--- src/rtl/modem_hs_pkg.sv ---
package modem_hs_pkg;
  localparam int MODE_W = 3;
  localparam logic [MODE_W-1:0] MODE_RESET_CODE = 3'b001;

  typedef enum logic [1:0] {
    LS_RESET   = 2'd0,
    LS_READY   = 2'd1,
    LS_CARRIER = 2'd2,
    LS_CLEAR   = 2'd3
  } link_state_e;
endpackage

--- src/rtl/modem_hs_sync.sv ---
module modem_hs_sync #(
  parameter int W      = 1,
  parameter int STAGES = 2,
  parameter logic [W-1:0] INIT = '0
) (
  input  logic         clk,
  input  logic [W-1:0] d,
  output logic [W-1:0] q
);
  localparam int CHAIN_W = W * STAGES;

  logic [CHAIN_W-1:0] chain = {STAGES{INIT}};

  generate
    if (STAGES == 1) begin : g_single
      always_ff @(posedge clk) chain <= d;
    end else begin : g_multi
      always_ff @(posedge clk) chain <= {chain[CHAIN_W-W-1:0], d};
    end
  endgenerate

  assign q = chain[CHAIN_W-1 -: W];
endmodule

--- src/rtl/modem_hs_reset.sv ---
module modem_hs_reset
  import modem_hs_pkg::*;
(
  input  logic              clk,
  input  logic              pin_n_s,
  input  logic [MODE_W-1:0] mode_s,
  output logic              rst
);
  logic req;
  logic rst_q = 1'b0;

  assign req = !pin_n_s || (mode_s == MODE_RESET_CODE);

  always_ff @(posedge clk) rst_q <= req;

  assign rst = rst_q;


  mode_alias_chk: assert property (@(posedge clk)
    (mode_s == MODE_RESET_CODE) |=> rst);

  pin_reset_chk: assert property (@(posedge clk)
    (!pin_n_s) |=> rst);
endmodule

--- src/rtl/modem_hs_fsm.sv ---
module modem_hs_fsm
  import modem_hs_pkg::*;
(
  input  logic clk,
  input  logic rst,
  input  logic dtr_act,
  input  logic rts_act,
  input  logic lock_act,
  output logic dsr_n,
  output logic dcd_n,
  output logic cts_n,
  output logic led_en
);
  link_state_e state = LS_READY;
  link_state_e nxt;
  logic carrier_ok;

  assign carrier_ok = lock_act && dtr_act;

  always_comb begin
    if (rst)
      nxt = LS_RESET;
    else if (!carrier_ok)
      nxt = LS_READY;
    else if (rts_act && (state == LS_CARRIER || state == LS_CLEAR))
      nxt = LS_CLEAR;
    else
      nxt = LS_CARRIER;
  end

  logic dsr_q = 1'b1;
  logic dcd_q = 1'b1;
  logic cts_q = 1'b1;
  logic led_q = 1'b0;

  always_ff @(posedge clk) begin
    state <= nxt;
    dsr_q <= (nxt == LS_RESET);
    dcd_q <= !(nxt == LS_CARRIER || nxt == LS_CLEAR);
    cts_q <= (nxt != LS_CLEAR);
    led_q <= (nxt == LS_CARRIER || nxt == LS_CLEAR);
  end

  assign dsr_n  = dsr_q;
  assign dcd_n  = dcd_q;
  assign cts_n  = cts_q;
  assign led_en = led_q;


  reset_idle_chk: assert property (@(posedge clk)
    rst |=> (dsr_n && dcd_n && cts_n && !led_en));

  cts_needs_dcd_chk: assert property (@(posedge clk) disable iff (rst)
    !cts_n |-> !dcd_n);

  cts_after_dcd_chk: assert property (@(posedge clk) disable iff (rst)
    $fell(cts_n) |-> $past(!dcd_n));

  lock_loss_chk: assert property (@(posedge clk) disable iff (rst)
    !lock_act |=> (dcd_n && cts_n));

  dtr_drop_chk: assert property (@(posedge clk) disable iff (rst)
    !dtr_act |=> dcd_n);

  led_follow_chk: assert property (@(posedge clk)
    led_en == !dcd_n);
endmodule

--- src/rtl/modem_hs_ctrl.sv ---
module modem_hs_ctrl
  import modem_hs_pkg::*;
#(
  parameter int SYNC_STAGES = 2
) (
  input  logic              clk,
  input  logic              rst_pin_n,
  input  logic [MODE_W-1:0] mode,
  input  logic              dtr_n,
  input  logic              rts_n,
  input  logic              lock,
  output logic              dsr_n,
  output logic              dcd_n,
  output logic              cts_n,
  output logic              led_en
);
  localparam int CTRL_W = MODE_W + 1;
  localparam int TERM_W = 3;

  logic [CTRL_W-1:0] ctrl_s;
  logic [TERM_W-1:0] term_s;
  logic              rst;

  modem_hs_sync #(.W(CTRL_W), .STAGES(SYNC_STAGES),
                  .INIT({1'b1, {MODE_W{1'b0}}})) u_ctrl_sync (
    .clk (clk),
    .d   ({rst_pin_n, mode}),
    .q   (ctrl_s)
  );

  modem_hs_sync #(.W(TERM_W), .STAGES(SYNC_STAGES),
                  .INIT(3'b110)) u_term_sync (
    .clk (clk),
    .d   ({dtr_n, rts_n, lock}),
    .q   (term_s)
  );

  modem_hs_reset u_reset (
    .clk     (clk),
    .pin_n_s (ctrl_s[CTRL_W-1]),
    .mode_s  (ctrl_s[MODE_W-1:0]),
    .rst     (rst)
  );

  modem_hs_fsm u_fsm (
    .clk      (clk),
    .rst      (rst),
    .dtr_act  (!term_s[2]),
    .rts_act  (!term_s[1]),
    .lock_act (term_s[0]),
    .dsr_n    (dsr_n),
    .dcd_n    (dcd_n),
    .cts_n    (cts_n),
    .led_en   (led_en)
  );
endmodule

--- config.mk ---
export PLATFORM = sky130hd
export DESIGN_NAME = modem_hs_ctrl
export DESIGN_NICKNAME = d
export VERILOG_FILES = /design/src/rtl/modem_hs_pkg.sv /design/src/rtl/modem_hs_sync.sv /design/src/rtl/modem_hs_reset.sv /design/src/rtl/modem_hs_fsm.sv /design/src/rtl/modem_hs_ctrl.sv
export SDC_FILE = /design/constraint.sdc
export NUM_CORES = 1
export LEC_CHECK = 0
export BUFFER_PORTS_ARGS = -buffer_cell sky130_fd_sc_hd__clkbuf_2
export CAP_MARGIN = 20
export CORE_AREA = 2 2 39 41
export CTS_CLUSTER_SIZE = 16
export DETAILED_ROUTE_END_ITERATION = 7
export DIE_AREA = 0 0 41 43
export GPL_TIMING_DRIVEN = 0
export MAX_ROUTING_LAYER = met4
export PLACE_DENSITY_LB_ADDON = 0.05
export SLEW_MARGIN = 30
export SYNTH_ARGS = -nofsm -noshare
export SYNTH_HDL_FRONTEND = slang
export SYNTH_HIERARCHICAL = 1
export SYNTH_SLANG_ARGS = --single-unit
--- constraint.sdc ---
create_clock -name clk -period 2.3 [get_ports clk]
set_input_delay 0.345 -clock clk [delete_from_list [all_inputs] [get_ports clk]]
set_output_delay 0.345 -clock clk [all_outputs]
set_load 0.03 [all_outputs]
# Word level (Yosys, flattened, before mapping)
# Index checks and enable logic that the tools add are counted.
# word_totals
output_inout_bits,4
elab_cells,27
reg_bits,21
# classes
muxes,3
eq_ne,6
reduce_logical,10
# ops
cell,n
2-bit == test (second input constant),4
1-bit zero test,4
2-bit two-way mux,2
3-bit by 1-bit == test with 1-bit output (second input constant),1
1-bit logical OR,3
1-bit logical AND,2
2-bit zero test,1
2-bit inequality test (second input constant),1
1-bit two-way mux,1

# Logic depth before layout (Yosys ltp)
# Gate-level depths: netlist of run 1.
# logic_depth
ltp_word,9
depth_mapped,5

# By module
# Netlist of run 1, hierarchy kept.
# by_module_without_submodules
module,instances,area_per_inst_um2,cells_per_inst
modem_hs_sync (u_ctrl_sync),1,190.2,12
modem_hs_sync (u_term_sync),1,142.6,9
modem_hs_fsm,1,141.4,10
modem_hs_reset,1,36.3,3
modem_hs_ctrl,1,7.5,2

# Least setup slack after synthesis of run 1
# OpenSTA, ideal clock, no wires.
# synth_timing
path_kind,register -> output
from,"reg u_fsm.cts_q, in the netlist u_fsm/cts_n"
to,out cts_n
t_arrival_ps,459
slack_ps,1496
stages_incl_launch_ff,1
path_cell_list,dfxtp_1
# synth_lines
item,line,text
start: declaration,modem_hs_fsm.sv:33,logic cts_q = 1'b1;
start signal: assignment,modem_hs_fsm.sv:40,cts_q <= (nxt != LS_CLEAR);
end: declaration,modem_hs_ctrl.sv:14,"output logic cts_n,"
# No word-level cell between the ends.

# Worst setup path after layout of run 1
# layout_timing
from,"reg u_fsm.led_q, in the netlist u_fsm/led_en"
to,out led_en
# layout_lines
item,line,text
start: declaration,modem_hs_fsm.sv:34,logic led_q = 1'b0;
start signal: assignment,modem_hs_fsm.sv:41,led_q <= (nxt == LS_CARRIER || nxt == LS_CLEAR);
end: declaration,modem_hs_ctrl.sv:15,output logic led_en
# No word-level cell between the ends.

==> results of run 1 <==
==> cell families (layout without fill, tap and decap cells) <==
| family | count (synthesis) | after routing | synth area share |
|---|---|---|---|
| DFF | 20 | 20 | 0.7729 |
| buffers and inverters | 13 | 27 | 0.1449 |
| and+or+nand+nor | 2 | 2 | 0.05797 |
| AOI/OAI and AO/OA | 1 | 1 | 0.02415 |
==> state kept, by name, summed over array words and instances (netlist names) <==
| signal | count |
|---|---|
| u_fsm/cts_n | 1 |
| u_fsm/state | 1 |
| u_fsm/dsr_n | 1 |
| u_term_sync/chain | 6 |
| u_reset/rst | 1 |
| u_fsm/dcd_n | 1 |
| u_fsm/led_en | 1 |
| u_ctrl_sync/chain | 8 |
==> where the power goes <==
part	total [W]	switching (W)	internal [W]
Clock	0.000151	0.0000902	0.0000608
Combinational	0.0000295	0.0000129	0.0000166
Sequential	0.000368	0.00000452	0.000364
Total	0.000549	0.000108	0.000441
==> through the flow <==
step | hold slack [ns] | worst slack, ns | instance area, um^2 | std cells
2_1_floorplan | 0.3096 | 1.496 | 518.0 | 36
3_3_place_gp | 0.3098 | 1.479 | 593.1 | 63
3_5_place_dp | 0.3143 | 1.468 | 593.1 | 63
4_1_cts | 0.1422 | 1.137 | 615.6 | 66
5_1_grt | 0.1325 | 1.093 | 615.6 | 66
6_report | 0.1533 | 1.158 | 615.6 | 66
==> metal layers <==
layer	part of all wire	wire length, um	GRT usage	vias to the layer above
met4	0	0	0.06000	0
met3	0.096	52	0.03141	0
met2	0.54	291	0.1125	11
met1	0.37	199	0.08754	107
met5	0	0	-	-
li1	-	-	-	129
==> worst min-delay path by stage <==
stage               slack [ns]                      endpoint  depth (start not counted)
floorplan                 0.31  u_ctrl_sync/chain[4]$_DFF_P_                          0
global placement          0.31  u_term_sync/chain[4]$_DFF_P_                          0
detailed placement        0.31  u_term_sync/chain[3]$_DFF_P_                          0
CTS                       0.14  u_ctrl_sync/chain[2]$_DFF_P_                          1
global route              0.13  u_term_sync/chain[2]$_DFF_P_                          1
finish                    0.15  u_ctrl_sync/chain[2]$_DFF_P_                          1
==> area by class of cell <==
class | instances | area [um^2]
fillers | 132 | 768.2
flip-flops and latches | 20 | 400.4
plain buffers | 8 | 56.30
repair buffers | 11 | 55.05
multi-input cells | 3 | 42.54
clock buffers | 3 | 22.52
well taps | 16 | 20.02
inverters | 5 | 18.77
==> cells in the final DEF (no fill, tap or decap) <==
cell and n:
clkbuf_4 3, dfxtp_1 20, inv_2 1, buf_4 7
o31ai_2 1, clkbuf_1 1, clkbuf_2 11, nand3_2 1
inv_1 4, nand3b_4 1
==> flow_metrics.env, run 1 <==
export IMPL_crit_fanout=1
export IMPL_max_vdd_ir_drop_mv=0.4305
export IMPL_reg2regPathDepth=5
export IMPL_crit_cells=1
export IMPL_post_cts_buffers=0
export IMPL_crit_slowest_cell="dfxtp_1"
export IMPL_synth_cells=36
export IMPL_cts_sinks=20
export IMPL_die_width_um=41
export IMPL_end_kind="output pin"
export IMPL_synth_area_per_cell_um2=14.39
export IMPL_r2r_end="u_fsm/cts_n$_DFF_P_"
export IMPL_start_util=0.3743
export IMPL_drv_cap=0
export IMPL_antenna_left=0
export IMPL_ys_seq_elements=20
export IMPL_crit_buf_inv=1
export IMPL_status="completed"
export IMPL_fin_crit_ns=1.142
export IMPL_drt_wl_total_um=542
export IMPL_final_max_slew_violation_count=0
export IMPL_grt_usage=0.08038
export IMPL_tns_ns=0
export IMPL_io_pins=12
export IMPL_worst_slew_pin_slew_ns=0.1655
export IMPL_required_ns=1.96
export IMPL_final_util=0.4448
export IMPL_netlist_area_um2=518.0
export IMPL_endpoint="led_en"
export IMPL_grt_setup_unrepaired="no"
export IMPL_drt_iter0_drc=2
export IMPL_die_h_um=43
export IMPL_nNetsFinal=60
export IMPL_synth_edff_count=0
export IMPL_antenna_found_initial=0
export IMPL_io_buffers=11
export IMPL_grt_max_degree=11
export IMPL_slew_limit_headroom=0.8890
export IMPL_fmax_mhz=875.9
export IMPL_path_class="reg2out"
export IMPL_vias_per_cell=3.742
export IMPL_clk_pin_slew_ns=0.10
export IMPL_critPathMaxStageDelay_ns=0.32
export IMPL_p_leak_nw=0.3122
export IMPL_power_total_w=0.0005487
export IMPL_n_antenna_cell=0
export IMPL_timing_rr_start="u_term_sync/chain[5]$_DFF_P_"
export IMPL_ys_warn_count=6
export IMPL_skew_ns=0.0006944
export IMPL_via_count=247
export IMPL_clk_latency_ns=0.28
export IMPL_synth_ff_type="dfxtp_1"
export IMPL_cpLargestDelayFamily="flip-flops"
export IMPL_powerDensity_nw_per_um2=891.3
export IMPL_rrSetupSlack_ns=1.48
export IMPL_clockBufferDepth=2
export IMPL_async_flop_share=0
export IMPL_wl_per_cell_um=8.212
export IMPL_synth_top_area_frac=0.7729
export IMPL_grt_pass1_vias=228
export IMPL_area_delta_synth_final_pct=18.84
export IMPL_ys_seq_area_frac=0.7729
export IMPL_die_area_um2=1763
export IMPL_cp_arrival_ns=0.80
export IMPL_cts_buffers=3
export IMPL_crit_start="u_fsm/led_en$_DFF_P_"
export IMPL_dp_hpwl_um=430.6
export IMPL_gp_congestion=0.4944
export IMPL_critPathLaunchType="flop"
export IMPL_finalHoldViolations=0
export IMPL_core_area_um2=1384
export IMPL_synth_area_top_cells="dfxtp_1 77%, buf_4 10%, nand3b_4 3.9%"
export IMPL_synth_nets=44
export IMPL_grt_overflow_total=0
export IMPL_synth_common_cells="20 x dfxtp_1, 7 x buf_4, 4 x inv_1"
export IMPL_drc_errors=0
export IMPL_grt_pass1_wl_um=841
export IMPL_drive_above_1_share=0.5000
export IMPL_finalSetupViolCount=0
export IMPL_htreeDepth=1
export IMPL_holdBufCountCts=0
export IMPL_cts_tree="yes"
export IMPL_hp_start="mode[2]"
export IMPL_period_share=0.4964
export IMPL_netlist_cell_type_count=8
export IMPL_hold_class="in2reg"
export IMPL_path_cells="clkbuf_2"
export IMPL_dr_pass1_iters=2
export IMPL_cts_root_buf="clkbuf_4"
export IMPL_cts_resized=0
export IMPL_synth_top_area_cell="dfxtp_1"
export IMPL_rows=14
export IMPL_synth_most_common_cell="dfxtp_1"
(Power assumes the default switching activity.)
==> inputs of run 2 (changes only) <==
clock period = 1 ns   (was 2.3 ns; I/O delays follow)
==> run 2 against run 1 <==
  * Via count is 11% higher
  * Count of clock-buffer cells in the layout stayed put
  * Register-to-register slack worse by 1.3 ns
  * Clock power is 130% higher
  * First-iteration DRC count stayed put
  * Clock skew hardly changed
  * Sequential share of layout area is 6.6 points lower
  * Die area stayed put
  * Global-route usage is 1.1 points higher
  * Largest power group unchanged
  * Wire length is 11% higher
  * Total power is 130% higher
  * Highest routed layer unchanged
  * Setup slack worse by 1.1 ns
==> flow_metrics.env, run 2 (synthesis gave the netlist of run 1 again) <==
export IMPL_cts_buffers=3
export IMPL_start_util=0.3743
export IMPL_skew_ns=0.0006927
export IMPL_crit_buf_inv=1
export IMPL_end_kind="output pin"
export IMPL_crit_fanout=1
export IMPL_worst_slew_pin_slew_ns=0.1655
export IMPL_cpLargestDelayFamily="flip-flops"
export IMPL_antenna_left=0
export IMPL_grt_pass1_vias=276
export IMPL_critPathMaxStageDelay_ns=0.32
export IMPL_drt_iter0_drc=2
export IMPL_path_class="reg2out"
export IMPL_cp_arrival_ns=0.79
export IMPL_regArea_um2=400.4
export IMPL_fill_cells=126
export IMPL_antenna_found_initial=0
export IMPL_area_delta_synth_final_pct=32.37
export IMPL_cts_sinks=20
export IMPL_final_max_slew_violation_count=0
export IMPL_powerDensity_nw_per_um2=1872
export IMPL_fmax_mhz=1069
export IMPL_hold_class="reg2reg"
export IMPL_grt_setup_unrepaired="no"
export IMPL_period_share=0.9356
export IMPL_grt_max_degree=11
export IMPL_grt_overflow_total=0
export IMPL_vias_per_cell=3.767
export IMPL_layout_commonest_cell="dfxtp_1"
export IMPL_gp_congestion=0.4944
export IMPL_slew_limit_headroom=0.8890
export IMPL_critPathLaunchType="flop"
export IMPL_p_leak_nw=0.3392
export IMPL_grt_usage=0.09100
export IMPL_status="completed"
export IMPL_required_ns=0.85
export IMPL_clk_pin_slew_ns=0.10
export IMPL_fin_crit_ns=0.9356
export IMPL_drt_wl_total_um=600
export IMPL_drive_above_1_share=0.4386
export IMPL_wl_per_cell_um=8.219
export IMPL_met1_usage=0.09153
export IMPL_final_cell_area_um2=685.7
export IMPL_placedInstanceArea_um2=593.1
export IMPL_dp_cells=63
export IMPL_io_pins=12
export IMPL_finalSetupViolCount=0
export IMPL_core_area_um2=1384
export IMPL_tns_ns=0
export IMPL_htreeDepth=1
export IMPL_clk_latency_ns=0.28
export IMPL_final_cells=73
export IMPL_clockBufferDepth=2
export IMPL_max_vdd_ir_drop_mv=0.9909
export IMPL_largest_register_ff_count=8
export IMPL_dp_hpwl_um=430.6
export IMPL_drc_errors=0
export IMPL_nNetsFinal=67
export IMPL_io_buffers=11
export IMPL_grt_busiest_layer="met2"
export IMPL_die_area_um2=1763
export IMPL_crit_slowest_cell="dfxtp_1"
export IMPL_die_width_um=41
export IMPL_dr_pass1_iters=2
export IMPL_n_antenna_cell=0
export IMPL_grt_pass1_wl_um=972
export IMPL_layout_common_cells="20 x dfxtp_1, 7 x dlygate4sd3_1, 7 x clkbuf_2, 7 x buf_4"
export IMPL_multi_input_area_um2=42.54
export IMPL_path_cells="buf_2"
export IMPL_rows=14
export IMPL_cts_tree="yes"
export IMPL_largest_register="u_ctrl_sync/chain"
export IMPL_drv_cap=0
export IMPL_met3_usage=0.03141
export IMPL_gr_usage_met2=0.1406
export IMPL_finalHoldViolations=0
export IMPL_via_count=275
export IMPL_reg_top3="u_ctrl_sync/chain (8), u_term_sync/chain (6)"
export IMPL_cts_root_buf="clkbuf_4"
export IMPL_die_h_um=43
[run 2: changes by cell type in the layout (fill, tap and decap cells not counted)]
cell and delta:
buf_2 +4, clkbuf_2 -4, dlygate4sd3_1 +7
[run 2: worst paths after layout]
path                                                   start                      endpoint  slack, ns  cells after the start
worst max register to register  u_term_sync/chain[5]$_DFF_P_           u_fsm/cts_n$_DFF_P_       0.18                      5
worst min register to register  u_ctrl_sync/chain[3]$_DFF_P_  u_ctrl_sync/chain[7]$_DFF_P_       0.34                      0
worst max-delay path                    u_fsm/led_en$_DFF_P_                        led_en       0.06                      1
worst min-delay path            u_ctrl_sync/chain[3]$_DFF_P_  u_ctrl_sync/chain[7]$_DFF_P_       0.34                      0
[run 2: layout make-up]
class | count | area share
well taps | 16 | 0.02920
multi-input cells | 3 | 0.06204
inverters | 5 | 0.02737
flip-flops and latches | 20 | 0.5839
clock buffers | 3 | 0.03285
plain buffers | 8 | 0.08212
repair buffers | 18 | 0.1825
[run 2: power by group]
group | total (W) | internal, W | switching [W]
combinational | 0.0000894 | 0.0000560 | 0.0000333
clock | 0.000348 | 0.000140 | 0.000208
sequential | 0.000847 | 0.000836 | 0.0000102
total | 0.00128 | 0.00103 | 0.000252
[run 2: stage by stage]
stage | power, W | worst slack [ns] | hold slack [ns] | util
finish | 0.001284 | 0.06444 | 0.3355 | 0.4955
global placement | 0.0009303 | 0.2128 | 0.2522 | 0.4286
CTS | 0.001303 | 0.03191 | 0.3376 | 0.4955
global route | 0.001357 | 0.001745 | 0.3438 | 0.4955
detailed placement | 0.0009357 | 0.1835 | 0.2539 | 0.4286
floorplan | 0.0009107 | 0.2280 | 0.1777 | -
[run 2: timing repair]
action / in CTS / in global routing
setup endpoints to repair: 0 / 4
gates resized for setup: 0 / 4
setup buffers: 0 / 0
hold buffers: 7 / 0
hold endpoints to repair: 7 / 0
[run 2: routing by layer]
| metal | up-vias | share of wire | routed length (um) |
|---|---|---|---|
| li1 | 144 | - | - |
| met1 | 120 | 0.35 | 211 |
| met2 | 11 | 0.57 | 341 |
| met3 | 0 | 0.077 | 46 |
| met4 | 0 | 0 | 0 |
| met5 | - | 0 | 0 |
==> inputs of run 3 (changes only) <==
CTS_CLUSTER_DIAMETER = 150   (was not set)
SYNTH_HIERARCHICAL = not set   (was 1)
==> run 3 against run 2 <==
  * Hold slack gained 0.0011 ns
  * Via count shrank 7.6%
  * Clock skew grew 0.0019 ns
  * Synthesized area shrank 13%
  * Design area shrank 7.3%
  * Die area is the same
  * Register-to-register slack gained 0.06 ns
  * Fmax shrank 1.6%
  * Global-route usage shrank 1.2 points
  * Setup slack lost 0.016 ns
  * Cell count shrank 9.6%
  * Utilization shrank 3.6 points
  * Critical path type unchanged
  * Critical endpoint is now dsr_n
  * Largest cell class unchanged
==> flow_metrics.env, run 3 <==
export IMPL_maxUsedRoutingLayer="met3"
export IMPL_n_antenna_cell=0
export IMPL_synth_area_top_cells="dfxtp_1 89%, nand2b_1 2.8%, nor3b_2 2.8%"
export IMPL_core_area_um2=1384
export IMPL_fill_cells=137
export IMPL_synth_edff_count=0
export IMPL_drt_iter0_drc=1
export IMPL_period_share=0.9511
export IMPL_path_class="reg2out"
export IMPL_via_count=254
export IMPL_powerDensity_nw_per_um2=2125
export IMPL_reg_top3="u_ctrl_sync.chain (8), u_term_sync.chain (6)"
export IMPL_antenna_found_initial=0
export IMPL_m1WireLength_um=205
export IMPL_power_total_w=0.001350
export IMPL_tns_ns=0
export IMPL_nNetsFinal=59
export IMPL_drive_above_1_share=0.3200
export IMPL_synth_top_area_cell="dfxtp_1"
export IMPL_grt_pass1_wl_um=834
export IMPL_grt_max_degree=12
export IMPL_cp_arrival_ns=0.80
export IMPL_io_pins=12
export IMPL_largest_register_ff_count=8
export IMPL_vias_per_cell=3.848
export IMPL_cpLargestDelayFamily="flip-flops"
export IMPL_synth_area_per_cell_um2=16.13
export IMPL_post_cts_buffers=0
export IMPL_whs_ns=0.3365
export IMPL_grt_pass1_vias=235
export IMPL_async_flop_share=0
export IMPL_htreeDepth=1
export IMPL_synth_most_common_cell="dfxtp_1"
export IMPL_start_util=0.3264
export IMPL_wl_per_cell_um=8.364
export IMPL_grt_usage=0.07933
export IMPL_end_kind="output pin"
export IMPL_finalSetupViolCount=0
export IMPL_r2r_end="u_fsm.cts_n$_DFF_P_"
export IMPL_cts_sinks=20
export IMPL_cts_buffers=3
export IMPL_netlist_cell_type_count=7
export IMPL_drt_wl_total_um=552
export IMPL_largest_register="u_ctrl_sync.chain"
export IMPL_synth_common_cells="20 x dfxtp_1, 2 x inv_1, 2 x nand2b_1"
export IMPL_ys_seq_area_frac=0.8864
export IMPL_worst_slew_pin_slew_ns=0.1923
export IMPL_path_cells="clkbuf_2"
export IMPL_hold_path_depth=0
export IMPL_die_h_um=43
export IMPL_status="completed"
export IMPL_gp_congestion=0.5331
export IMPL_clk_pin_slew_ns=0.10
export IMPL_finalHoldViolations=0
export IMPL_die_area_um2=1763
export IMPL_cts_tree="yes"
export IMPL_hp_start="u_ctrl_sync.chain[1]$_DFF_P_"
export IMPL_wl_met3_um=53
export IMPL_hold_end="u_ctrl_sync.chain[5]$_DFF_P_"
export IMPL_critPathMaxStageDelay_ns=0.32
export IMPL_final_util=0.4593
export IMPL_crit_slowest_cell="dfxtp_1"
export IMPL_final_max_slew_violation_count=0
export IMPL_die_width_um=41
export IMPL_wl_met2_um=292
export IMPL_layout_common_cells="20 x dfxtp_1, 10 x clkbuf_2, 7 x dlygate4sd3_1, 3 x clkbuf_4"
export IMPL_synth_top_area_frac=0.8864
export IMPL_layout_commonest_cell="dfxtp_1"
export IMPL_drv_cap=0
export IMPL_skew_ns=0.002568
export IMPL_reg2regPathDepth=2
export IMPL_required_ns=0.85
export IMPL_rows=14
export IMPL_fmax_mhz=1051
export IMPL_cts_root_buf="clkbuf_4"
export IMPL_crit_buf_inv=1
export IMPL_synth_cells=28
export IMPL_grt_overflow_total=0
export IMPL_drc_errors=0
export IMPL_ys_warn_count=0
export IMPL_crit_fanout=1
export IMPL_fin_crit_ns=0.9511
export IMPL_grt_setup_unrepaired="no"
export IMPL_ys_seq_elements=20
export IMPL_dr_pass1_iters=2
export IMPL_area_delta_synth_final_pct=40.72
export IMPL_netlist_area_um2=451.7
export IMPL_slew_limit_headroom=0.8712
export IMPL_critPathLaunchType="flop"
export IMPL_max_vdd_ir_drop_mv=1.120
export IMPL_antenna_left=0
export IMPL_synth_nets=36
export IMPL_timing_rr_start="u_reset.rst$_DFF_P_"
export IMPL_clk_latency_ns=0.29
export IMPL_clockBufferDepth=2
export IMPL_rrSetupSlack_ns=0.24
export IMPL_hold_class="reg2reg"
export IMPL_p_leak_nw=0.2794
export IMPL_io_buffers=11
export IMPL_synth_ff_type="dfxtp_1"
-- run 3: cell types whose count changed after synthesis, sizes merged --
cell    delta
buf        -7
inv        -3
nand2b     +2
nand3      -1
nand3b     -1
nor3b      +2
-- run 3: how the worst max path moves through the flow --
stage	start	cells past startpoint	to	slack (ns)
CTS	u_fsm.cts_n$_DFF_P_	1	cts_n	0.02
detailed placement	u_reset.rst$_DFF_P_	2	u_fsm.cts_n$_DFF_P_	0.25
floorplan	u_reset.rst$_DFF_P_	2	u_fsm.cts_n$_DFF_P_	0.31
finish	u_fsm.dsr_n$_DFF_P_	1	dsr_n	0.05
global placement	u_reset.rst$_DFF_P_	2	u_fsm.cts_n$_DFF_P_	0.28
global route	u_fsm.dcd_n$_DFF_P_	1	dcd_n	0.001
-- run 3: routing by layer --
layer  GRT usage  vias to the layer above
met5           -                        -
li1            -                      129
met2      0.1094                       12
met4     0.08000                        0
met1     0.07744                      113
met3     0.03141                        0
-- run 3: final cells by class --
class | count | area, um^2 | area share
tap | 16 | 20.02 | 0.03150
buffer | 1 | 3.754 | 0.005906
timing repair buffer | 18 | 127.6 | 0.2008
sequential | 20 | 400.4 | 0.6299
multi-input combinational | 5 | 40.04 | 0.06299
clock buffer | 4 | 36.28 | 0.05709
inverter | 2 | 7.507 | 0.01181
-- run 3: cell families (layout without fill, tap and decap cells) --
logic type | after synthesis | count (layout) | synth area share
AOI/OAI and AO/OA | 1 | 1 | 0.01663
DFF | 20 | 20 | 0.8864
buffers and inverters | 3 | 25 | 0.02493
and+or+nand+nor | 4 | 4 | 0.07202
-- run 3: stage by stage --
stage	cell area (um^2)	setup WS, ns	instances
final	635.6	0.04888	66
after global routing	635.6	0.001479	66
after CTS	633.1	0.01646	66
after detailed placement	526.8	0.2459	55
after global placement	526.8	0.2812	55
after floorplan	451.7	0.3098	28
-- run 3: where the power goes --
group          internal, W  total (W)  switching, W  leakage, nW
Sequential        0.000837   0.000848     0.0000119        0.168
Combinational    0.0000374  0.0000619     0.0000245       0.0907
Clock             0.000222   0.000440      0.000218       0.0210
Total              0.00110    0.00135      0.000255        0.279
-- run 3: repair_timing --
item / 4_1_cts / 5_1_grt
endpoints found under the hold margin: 7 / 0
hold buffers: 7 / 0
setup endpoints to repair: 0 / 1
resized for setup: 0 / 3
